`src/rtl/sram_ctrl_pkg.sv`:
```
// Package: shared phase type and cycle-rounding helpers for the SRAM strobe controller.
// Assumes all timing values are non-negative whole nanoseconds.
package sram_ctrl_pkg;

    typedef enum logic [2:0] {
        PH_IDLE   = 3'd0,
        PH_WSETUP = 3'd1,
        PH_WPULSE = 3'd2,
        PH_WHOLD  = 3'd3,
        PH_RACC   = 3'd4
    } phase_t;

    // Round a nanosecond interval up to whole clock cycles.
    function automatic int unsigned ns_to_cyc(input int unsigned ns, input int unsigned clk_ns);
        return (ns + clk_ns - 1) / clk_ns;
    endfunction

    function automatic int unsigned umax(input int unsigned a, input int unsigned b);
        return (a > b) ? a : b;
    endfunction

    // Subtraction clipped at zero.
    function automatic int unsigned usub(input int unsigned a, input int unsigned b);
        return (a > b) ? (a - b) : 0;
    endfunction

endpackage

```
`src/rtl/sram_phase_timer.sv`:
```
// Module: loadable down-counter that times one phase of a memory access.
// Assumes: load has priority; the count stops at zero and flags expiry there.
module sram_phase_timer #(
    parameter int CNT_W = 2
) (
    input  logic             clk,
    input  logic             rst_n,
    input  logic             load,
    input  logic [CNT_W-1:0] load_val,
    output logic             expired
);

    logic [CNT_W-1:0] cnt_q;

    // Load a new phase length or count down towards zero.
    always_ff @(posedge clk) begin
        if (!rst_n) begin
            cnt_q <= '0;
        end else if (load) begin
            cnt_q <= load_val;
        end else if (cnt_q != '0) begin
            cnt_q <= cnt_q - 1'b1;
        end
    end

    assign expired = (cnt_q == '0);

endmodule

```
`src/rtl/sram_phase_seq.sv`:
```
// Module: access sequencer. Accepts host requests, steps through write and read phases,
// and decodes select, output-enable and write-enable strobes from the phase.
// Assumes: host fields are stable while host_req is high and host_ready is high.
module sram_phase_seq
    import sram_ctrl_pkg::*;
#(
    parameter int ADDR_W = 17,
    parameter int LANES  = 2,
    parameter int WP_CYC = 2,
    parameter int RD_CYC = 3,
    parameter int CNT_W  = 2
) (
    input  logic              clk,
    input  logic              rst_n,
    input  logic              host_req,
    input  logic              host_we,
    input  logic [ADDR_W-1:0] host_addr,
    input  logic [LANES-1:0]  host_be,
    input  logic              tmr_expired,
    output phase_t            phase,
    output logic              host_ready,
    output logic              accept,
    output logic              tmr_load,
    output logic [CNT_W-1:0]  tmr_val,
    output logic              rd_capture,
    output logic              zero_rd,
    output logic [ADDR_W-1:0] mem_addr,
    output logic              mem_cs_n,
    output logic              mem_cs,
    output logic              mem_oe_n,
    output logic              mem_we_n
);

    localparam logic [CNT_W-1:0] WP_LOAD = CNT_W'(WP_CYC - 1);
    localparam logic [CNT_W-1:0] RD_LOAD = CNT_W'(RD_CYC - 1);

    phase_t            phase_q;
    phase_t            phase_d;
    logic [ADDR_W-1:0] addr_q;
    logic              any_byte;

    assign any_byte   = |host_be;
    assign host_ready = (phase_q == PH_IDLE);
    assign accept     = host_req && host_ready;
    assign zero_rd    = accept && !host_we && !any_byte;
    assign rd_capture = (phase_q == PH_RACC) && tmr_expired;
    assign phase      = phase_q;

    // Next-phase choice and timer loading.
    always_comb begin
        phase_d  = phase_q;
        tmr_load = 1'b0;
        tmr_val  = '0;
        case (phase_q)
            PH_IDLE: begin
                if (accept && any_byte) begin
                    if (host_we) begin
                        phase_d = PH_WSETUP;
                    end else begin
                        phase_d  = PH_RACC;
                        tmr_load = 1'b1;
                        tmr_val  = RD_LOAD;
                    end
                end
            end
            PH_WSETUP: begin
                phase_d  = PH_WPULSE;
                tmr_load = 1'b1;
                tmr_val  = WP_LOAD;
            end
            PH_WPULSE: begin
                if (tmr_expired) begin
                    phase_d = PH_WHOLD;
                end
            end
            PH_WHOLD: begin
                phase_d = PH_IDLE;
            end
            PH_RACC: begin
                if (tmr_expired) begin
                    phase_d = PH_IDLE;
                end
            end
            default: begin
                phase_d = PH_IDLE;
            end
        endcase
    end

    // Phase register.
    always_ff @(posedge clk) begin
        if (!rst_n) begin
            phase_q <= PH_IDLE;
        end else begin
            phase_q <= phase_d;
        end
    end

    // Address latch, loaded on every accepted request.
    always_ff @(posedge clk) begin
        if (!rst_n) begin
            addr_q <= '0;
        end else if (accept) begin
            addr_q <= host_addr;
        end
    end

    assign mem_addr = addr_q;
    assign mem_cs_n = (phase_q == PH_IDLE);
    assign mem_cs   = (phase_q != PH_IDLE);
    assign mem_oe_n = (phase_q != PH_RACC);
    assign mem_we_n = (phase_q != PH_WPULSE);

endmodule

```
`src/rtl/sram_byte_lanes.sv`:
```
// Module: per-byte data path. Latches write data and byte enables, drives the byte
// strobes, and captures read data with disabled lanes forced to zero.
// Assumes: DATA_W is LANES bytes; accept, rd_capture and zero_rd come from the sequencer.
module sram_byte_lanes
    import sram_ctrl_pkg::*;
#(
    parameter int DATA_W = 16,
    parameter int LANES  = DATA_W / 8
) (
    input  logic              clk,
    input  logic              rst_n,
    input  logic              accept,
    input  logic [DATA_W-1:0] host_wdata,
    input  logic [LANES-1:0]  host_be,
    input  phase_t            phase,
    input  logic              rd_capture,
    input  logic              zero_rd,
    input  logic [DATA_W-1:0] mem_dq_in,
    output logic [LANES-1:0]  mem_bs_n,
    output logic [DATA_W-1:0] mem_dq_out,
    output logic              mem_dq_oe,
    output logic [DATA_W-1:0] host_rdata,
    output logic              host_rvalid
);

    logic active;
    logic rvalid_q;

    assign active    = (phase != PH_IDLE);
    assign mem_dq_oe = (phase == PH_WPULSE) || (phase == PH_WHOLD);

    // Read completion pulse.
    always_ff @(posedge clk) begin
        if (!rst_n) begin
            rvalid_q <= 1'b0;
        end else begin
            rvalid_q <= rd_capture || zero_rd;
        end
    end

    assign host_rvalid = rvalid_q;

    for (genvar g = 0; g < LANES; g++) begin : g_lane
        logic [7:0] wd_q;
        logic       be_q;
        logic [7:0] rd_q;

        // Latch this lane's write byte and enable at acceptance.
        always_ff @(posedge clk) begin
            if (!rst_n) begin
                wd_q <= '0;
                be_q <= 1'b0;
            end else if (accept) begin
                wd_q <= host_wdata[g*8 +: 8];
                be_q <= host_be[g];
            end
        end

        // Capture this lane's read byte, or zero when the lane is disabled.
        always_ff @(posedge clk) begin
            if (!rst_n) begin
                rd_q <= '0;
            end else if (zero_rd) begin
                rd_q <= '0;
            end else if (rd_capture) begin
                rd_q <= be_q ? mem_dq_in[g*8 +: 8] : 8'h00;
            end
        end

        assign mem_bs_n[g]          = !(active && be_q);
        assign mem_dq_out[g*8 +: 8] = wd_q;
        assign host_rdata[g*8 +: 8] = rd_q;
    end

endmodule

```
`src/rtl/sram_strobe_ctrl.sv`:
```
// Module: top of the asynchronous SRAM strobe controller. Converts single-word host
// requests into cycle-counted select, enable and byte-strobe sequences.
// Assumes: one outstanding request; timing parameters in ns, rounded up to cycles.
module sram_strobe_ctrl
    import sram_ctrl_pkg::*;
#(
    parameter int ADDR_W   = 17,
    parameter int DATA_W   = 16,
    parameter int CLK_NS   = 20,
    parameter int T_WC_NS  = 45,
    parameter int T_WP_NS  = 35,
    parameter int T_AW_NS  = 35,
    parameter int T_SD_NS  = 20,
    parameter int T_RC_NS  = 45,
    parameter int T_AA_NS  = 45,
    parameter int T_ACS_NS = 45,
    parameter int T_OE_NS  = 20,
    parameter int T_BA_NS  = 45
) (
    input  logic              clk,
    input  logic              rst_n,
    input  logic              host_req,
    output logic              host_ready,
    input  logic              host_we,
    input  logic [ADDR_W-1:0] host_addr,
    input  logic [DATA_W-1:0] host_wdata,
    input  logic [DATA_W/8-1:0] host_be,
    output logic [DATA_W-1:0] host_rdata,
    output logic              host_rvalid,
    output logic [ADDR_W-1:0] mem_addr,
    output logic              mem_cs_n,
    output logic              mem_cs,
    output logic              mem_oe_n,
    output logic              mem_we_n,
    output logic [DATA_W/8-1:0] mem_bs_n,
    output logic [DATA_W-1:0] mem_dq_out,
    input  logic [DATA_W-1:0] mem_dq_in,
    output logic              mem_dq_oe
);

    localparam int LANES = DATA_W / 8;

    localparam int unsigned WP_A = umax(ns_to_cyc(T_WP_NS, CLK_NS), ns_to_cyc(T_SD_NS, CLK_NS));
    localparam int unsigned WP_B = umax(usub(ns_to_cyc(T_AW_NS, CLK_NS), 1),
                                        usub(ns_to_cyc(T_WC_NS, CLK_NS), 2));
    localparam int WP_CYC = int'(umax(umax(WP_A, WP_B), 1));

    localparam int unsigned RD_A = umax(ns_to_cyc(T_RC_NS, CLK_NS), ns_to_cyc(T_AA_NS, CLK_NS));
    localparam int unsigned RD_B = umax(ns_to_cyc(T_ACS_NS, CLK_NS), ns_to_cyc(T_OE_NS, CLK_NS));
    localparam int RD_CYC = int'(umax(umax(RD_A, RD_B), umax(ns_to_cyc(T_BA_NS, CLK_NS), 1)));

    localparam int CNT_W = $clog2(int'(umax(WP_CYC, RD_CYC)) + 1);

    phase_t           phase;
    logic             accept;
    logic             tmr_load;
    logic [CNT_W-1:0] tmr_val;
    logic             tmr_expired;
    logic             rd_capture;
    logic             zero_rd;

    sram_phase_seq #(
        .ADDR_W (ADDR_W),
        .LANES  (LANES),
        .WP_CYC (WP_CYC),
        .RD_CYC (RD_CYC),
        .CNT_W  (CNT_W)
    ) u_seq (
        .clk         (clk),
        .rst_n       (rst_n),
        .host_req    (host_req),
        .host_we     (host_we),
        .host_addr   (host_addr),
        .host_be     (host_be),
        .tmr_expired (tmr_expired),
        .phase       (phase),
        .host_ready  (host_ready),
        .accept      (accept),
        .tmr_load    (tmr_load),
        .tmr_val     (tmr_val),
        .rd_capture  (rd_capture),
        .zero_rd     (zero_rd),
        .mem_addr    (mem_addr),
        .mem_cs_n    (mem_cs_n),
        .mem_cs      (mem_cs),
        .mem_oe_n    (mem_oe_n),
        .mem_we_n    (mem_we_n)
    );

    sram_phase_timer #(
        .CNT_W (CNT_W)
    ) u_tmr (
        .clk      (clk),
        .rst_n    (rst_n),
        .load     (tmr_load),
        .load_val (tmr_val),
        .expired  (tmr_expired)
    );

    sram_byte_lanes #(
        .DATA_W (DATA_W),
        .LANES  (LANES)
    ) u_lanes (
        .clk         (clk),
        .rst_n       (rst_n),
        .accept      (accept),
        .host_wdata  (host_wdata),
        .host_be     (host_be),
        .phase       (phase),
        .rd_capture  (rd_capture),
        .zero_rd     (zero_rd),
        .mem_dq_in   (mem_dq_in),
        .mem_bs_n    (mem_bs_n),
        .mem_dq_out  (mem_dq_out),
        .mem_dq_oe   (mem_dq_oe),
        .host_rdata  (host_rdata),
        .host_rvalid (host_rvalid)
    );

endmodule

```
`config.mk`:
```
export PLATFORM = sky130hd
export DESIGN_NAME = sram_strobe_ctrl
export DESIGN_NICKNAME = d
export VERILOG_FILES = /design/src/rtl/sram_ctrl_pkg.sv /design/src/rtl/sram_phase_timer.sv /design/src/rtl/sram_phase_seq.sv /design/src/rtl/sram_byte_lanes.sv /design/src/rtl/sram_strobe_ctrl.sv
export SDC_FILE = /design/constraint.sdc
export NUM_CORES = 1
export LEC_CHECK = 0
export BUFFER_PORTS_ARGS = -buffer_cell sky130_fd_sc_hd__buf_2
export CAP_MARGIN = 20
export CORE_MARGIN = 1.5
export CORE_UTILIZATION = 40
export CTS_BUF_LIST = sky130_fd_sc_hd__clkbuf_8 sky130_fd_sc_hd__clkbuf_16
export DETAILED_ROUTE_END_ITERATION = 10
export PLACE_DENSITY = 0.7
export SETUP_SLACK_MARGIN = 0.2
export SLEW_MARGIN = 20
export SYNTH_ARGS = -nofsm -noshare
export SYNTH_HDL_FRONTEND = slang
export SYNTH_HIERARCHICAL = 1
export SYNTH_SLANG_ARGS = --single-unit
export TNS_END_PERCENT = 10
```
`constraint.sdc`:
```
create_clock -name clk -period 2.7 [get_ports clk]
set_input_delay 0.405 -clock clk [delete_from_list [all_inputs] [get_ports clk]]
set_output_delay 0.405 -clock clk [all_outputs]
set_load 0.005 [all_outputs]
```
==> results by group <==
Cells and area
  – N_diodes: 0
  – Layout cells sized above 1: 37.0%
  – Synthesis-to-layout area growth: 32.1%
  – Most common cell after layout, fill and taps aside: buf_2
  – FILL cells: approximately 540
  – Nets: between 400 and 500
  – Most frequent cells in the layout: buf_2, dfxtp_1, nand2_1

Timing
  – Hold WS: 0.314 ns
  – Setup TNS: 0 ns
  – Worst slew margin: 61.0%
  – RSZ-0062 raised after global routing: false
  – Hold Fails Final Rpt: 0
  – Period utilisation layout: between 70 and 80%
  – Pins Over Slew Limit: 0
  – Finish-stage setup viols: 0
  – Layout Skew: around 0.0080 ns
  – Slew @ Worst Pin: roughly 0.59 ns
  – Highest clock rate: a little over 500 MHz
  – Tmin final: a little under 2 ns

Yosys
  – Mapped Area: around 0.0024 mm²
  – Netlist cell types: 33
  – Synth Area in Simple Gates: 23.8%
  – Yosys reg bits: between 50 and 60
  – Syn nets: around 310
  – Synth Area in XOR/XNOR: less than 1%
  – Post-Synth Adder-Cell Area: less than 1%
  – Syn Inst Count: around 250
  – Post-synthesis mux area share: ~15%
  – Syn avg cell area: a little under 10 µm²
  – Register area share after synthesis: a little under half
  – Main combinational cell family by area after synthesis: simple AND/OR/NAND/NOR gates
  – Post-synthesis compound-gate area fraction: under 10%
  – Yosys Warn Count: 6

Outcome
  – Status: finished, final reports clean

Global routing
  – M3 GR Usage: between 6 and 7%
  – Total GRT Usage: between 10% and 20%
  – Gr busiest metal: met2
  – Pin count of the biggest net entering global routing: between 40 and 50
  – Met2 Track Usage GR: approximately a quarter
  – Total gr overflow: 0
  – Global-route wire length before repair: around 8000 µm
  – Vias in the first global route: around 1800
  – Initial antenna violation count: 0
  – GRT met1 Usage: around 20%

Clocking
  – Post-CTS Setup Bufs: 0
  – Clk sinks: 57
  – Num CTS Buffers: 9
  – Clock-pin slew on the worst setup and hold paths: about 0.070 ns
  – CTS max path bufs: 2
  – Clock root buffer master: clkbuf_8
  – CTS H-tree depth: 3
  – CTS tree: done
  – CTS hold repair buffers: 0
  – Clock Latency Late Sink: between 0.3 and 0.4 ns
  – Post-cts sizing count: 0

Worst hold path
  – Worst hold path type: input port to flop

Power
  – Net load switching power: roughly 600 µW
  – Peak VDD IR: just over 500 µV
  – Flop pwr share: a little over two fifths
  – Clock share of power: ~38%
  – Power Dens Cells: between 700 and 800 mW/mm²
  – Design internal power: approximately 1700 µW
  – Combinational Power Share: 20.2%
  – Leakage power: 0.00150 µW
  – Net Sw Frac: 25.7%

Run
  – Max_cap viols: 0

Placed design
  – Detailed Place HPWL: ~3500 µm
  – RD Place Congestion: about 0.7
  – IO buf count: between 100 and 150

Drt
  – Vias/cell: about 4.6
  – Remaining DRCs: 0
  – DR vias: roughly 2000
  – Total wire length: just under 5000 µm
  – Routed WL per cell: about 11 µm
  – Pre-antenna DRT Iters: 4
  – Iter 0 DRT Violations: 52
  – ANT nets after route: 0

Die
  – Full die area: between 0.006 and 0.007 mm²
  – Row cnt: 28
  – Ports: 113
  – Starting Density: 41.0%
  – Die W: approximately 80 µm
  – Die Y: roughly 80 µm
  – Core Box Area: 0.00585 mm²

Setup path
  – Data required time of the critical path: roughly 2.9 ns
  – Crit end category: flop
  – Worst Setup Path Type: flop to flop
  – CP Max Fanout: 16
  – WP data arrival: 2.14 ns
  – Startpoint types: flop
registers in the layout (all words and copies together) (netlist names):
| register | cells |
|---|---|
| u_lanes/g_lane.wd_q | 16 |
| u_lanes/g_lane.be_q | 2 |
| u_lanes/g_lane.rd_q | 16 |
| u_lanes/host_rvalid | 1 |
| u_tmr/cnt_q | 2 |
| u_seq/phase | 3 |
| u_seq/mem_addr | 17 |
cell type report:
type                       instances  area, µm²  share of cell area (%)
clock inverter                     5       77.6                    2.45
sequential                        57       1140                    36.0
inverter                           5       31.3                   0.988
multi-input combinational        169       1090                    34.3
clock buffer                      11        151                    4.78
tap                               75       93.8                    2.96
timing repair buffer             115        583                    18.4
stage by stage:
step	instances	total power (µW)	area, µm²	util [%]	setup slack (ns)
floorplan	249	1330	2400	-	0.847
global placement	421	1450	2940	50.2	0.757
detailed placement	421	1460	2940	50.2	0.718
CTS	437	2360	3170	54.1	0.743
global route	437	2470	3170	54.1	0.591
finish	437	2320	3170	54.1	0.734
Yosys cell counts, drive strengths merged:
cell,n,area [µm²]
a21oi,16,80.1
and2b,1,7.51
buf,13,116
clkbuf,5,20.0
dfxtp,57,1140
ha,1,12.5
inv,5,31.3
mux2i,35,350
nand2,38,143
nand2b,20,133
nand3,18,90.1
nor2,3,11.3
nor2b,20,125
nor3,1,5.00
nor3b,2,15.0
nor4,1,6.26
o21a,1,7.51
o21ai,1,5.00
o21bai,2,15.0
o31ai,1,12.5
o32ai,2,17.5
or3,1,6.26
or3b,2,17.5
or4b,1,10.0
xnor2,1,8.76
xor2,1,8.76
path summary, 6_finish.rpt:
path                                                startpoint  slack (ns)                                      to  depth (start not counted)
worst min register to register  u_seq/mem_addr[6]$_SDFFE_PN0P_        0.46          u_seq/mem_addr[6]$_SDFFE_PN0P_                          2
worst max register to register     u_seq/phase[2]$_SDFFE_PN0P_        0.73  u_lanes/g_lane[0].rd_q[2]$_SDFFE_PP0P_                          4
worst max-delay path               u_seq/phase[2]$_SDFFE_PN0P_        0.73  u_lanes/g_lane[0].rd_q[2]$_SDFFE_PP0P_                          4
worst min-delay path                             host_addr[10]        0.31         u_seq/mem_addr[10]$_SDFFE_PN0P_                          3
critical path: stages, from the launching register on:
cell and delay (ns):
dfxtp_1 0.36, or4b_1 0.57, nor4_1 0.25, nand2b_1 0.53
a21oi_1 0.12
cells by family after synthesis:
family | Yosys count
AOI/OAI and AO/OA | 23
buffers and inverters | 23
and+or+nand+nor | 108
xor gates and xnor gates | 2
muxes | 35
adders and majority gates | 1
DFF | 57
layer usage:
metal / part of all wire, % / vias up
met1: 48 / 877
met2: 40 / 90
met4: 2.1 / 0
met3: 10 / 10
met5: 0 / -
li1: - / 1043
power groups by stage:
stage                     clock network (µW)  logic (µW)  registers, µW
final                                    883         469            969
after global routing                     960         532            979
after CTS                                915         477            970
after detailed placement                   0         473            986
after global placement                     0         464            984
after floorplan                            0         352            982
Power figures use the tool's default switching activity.
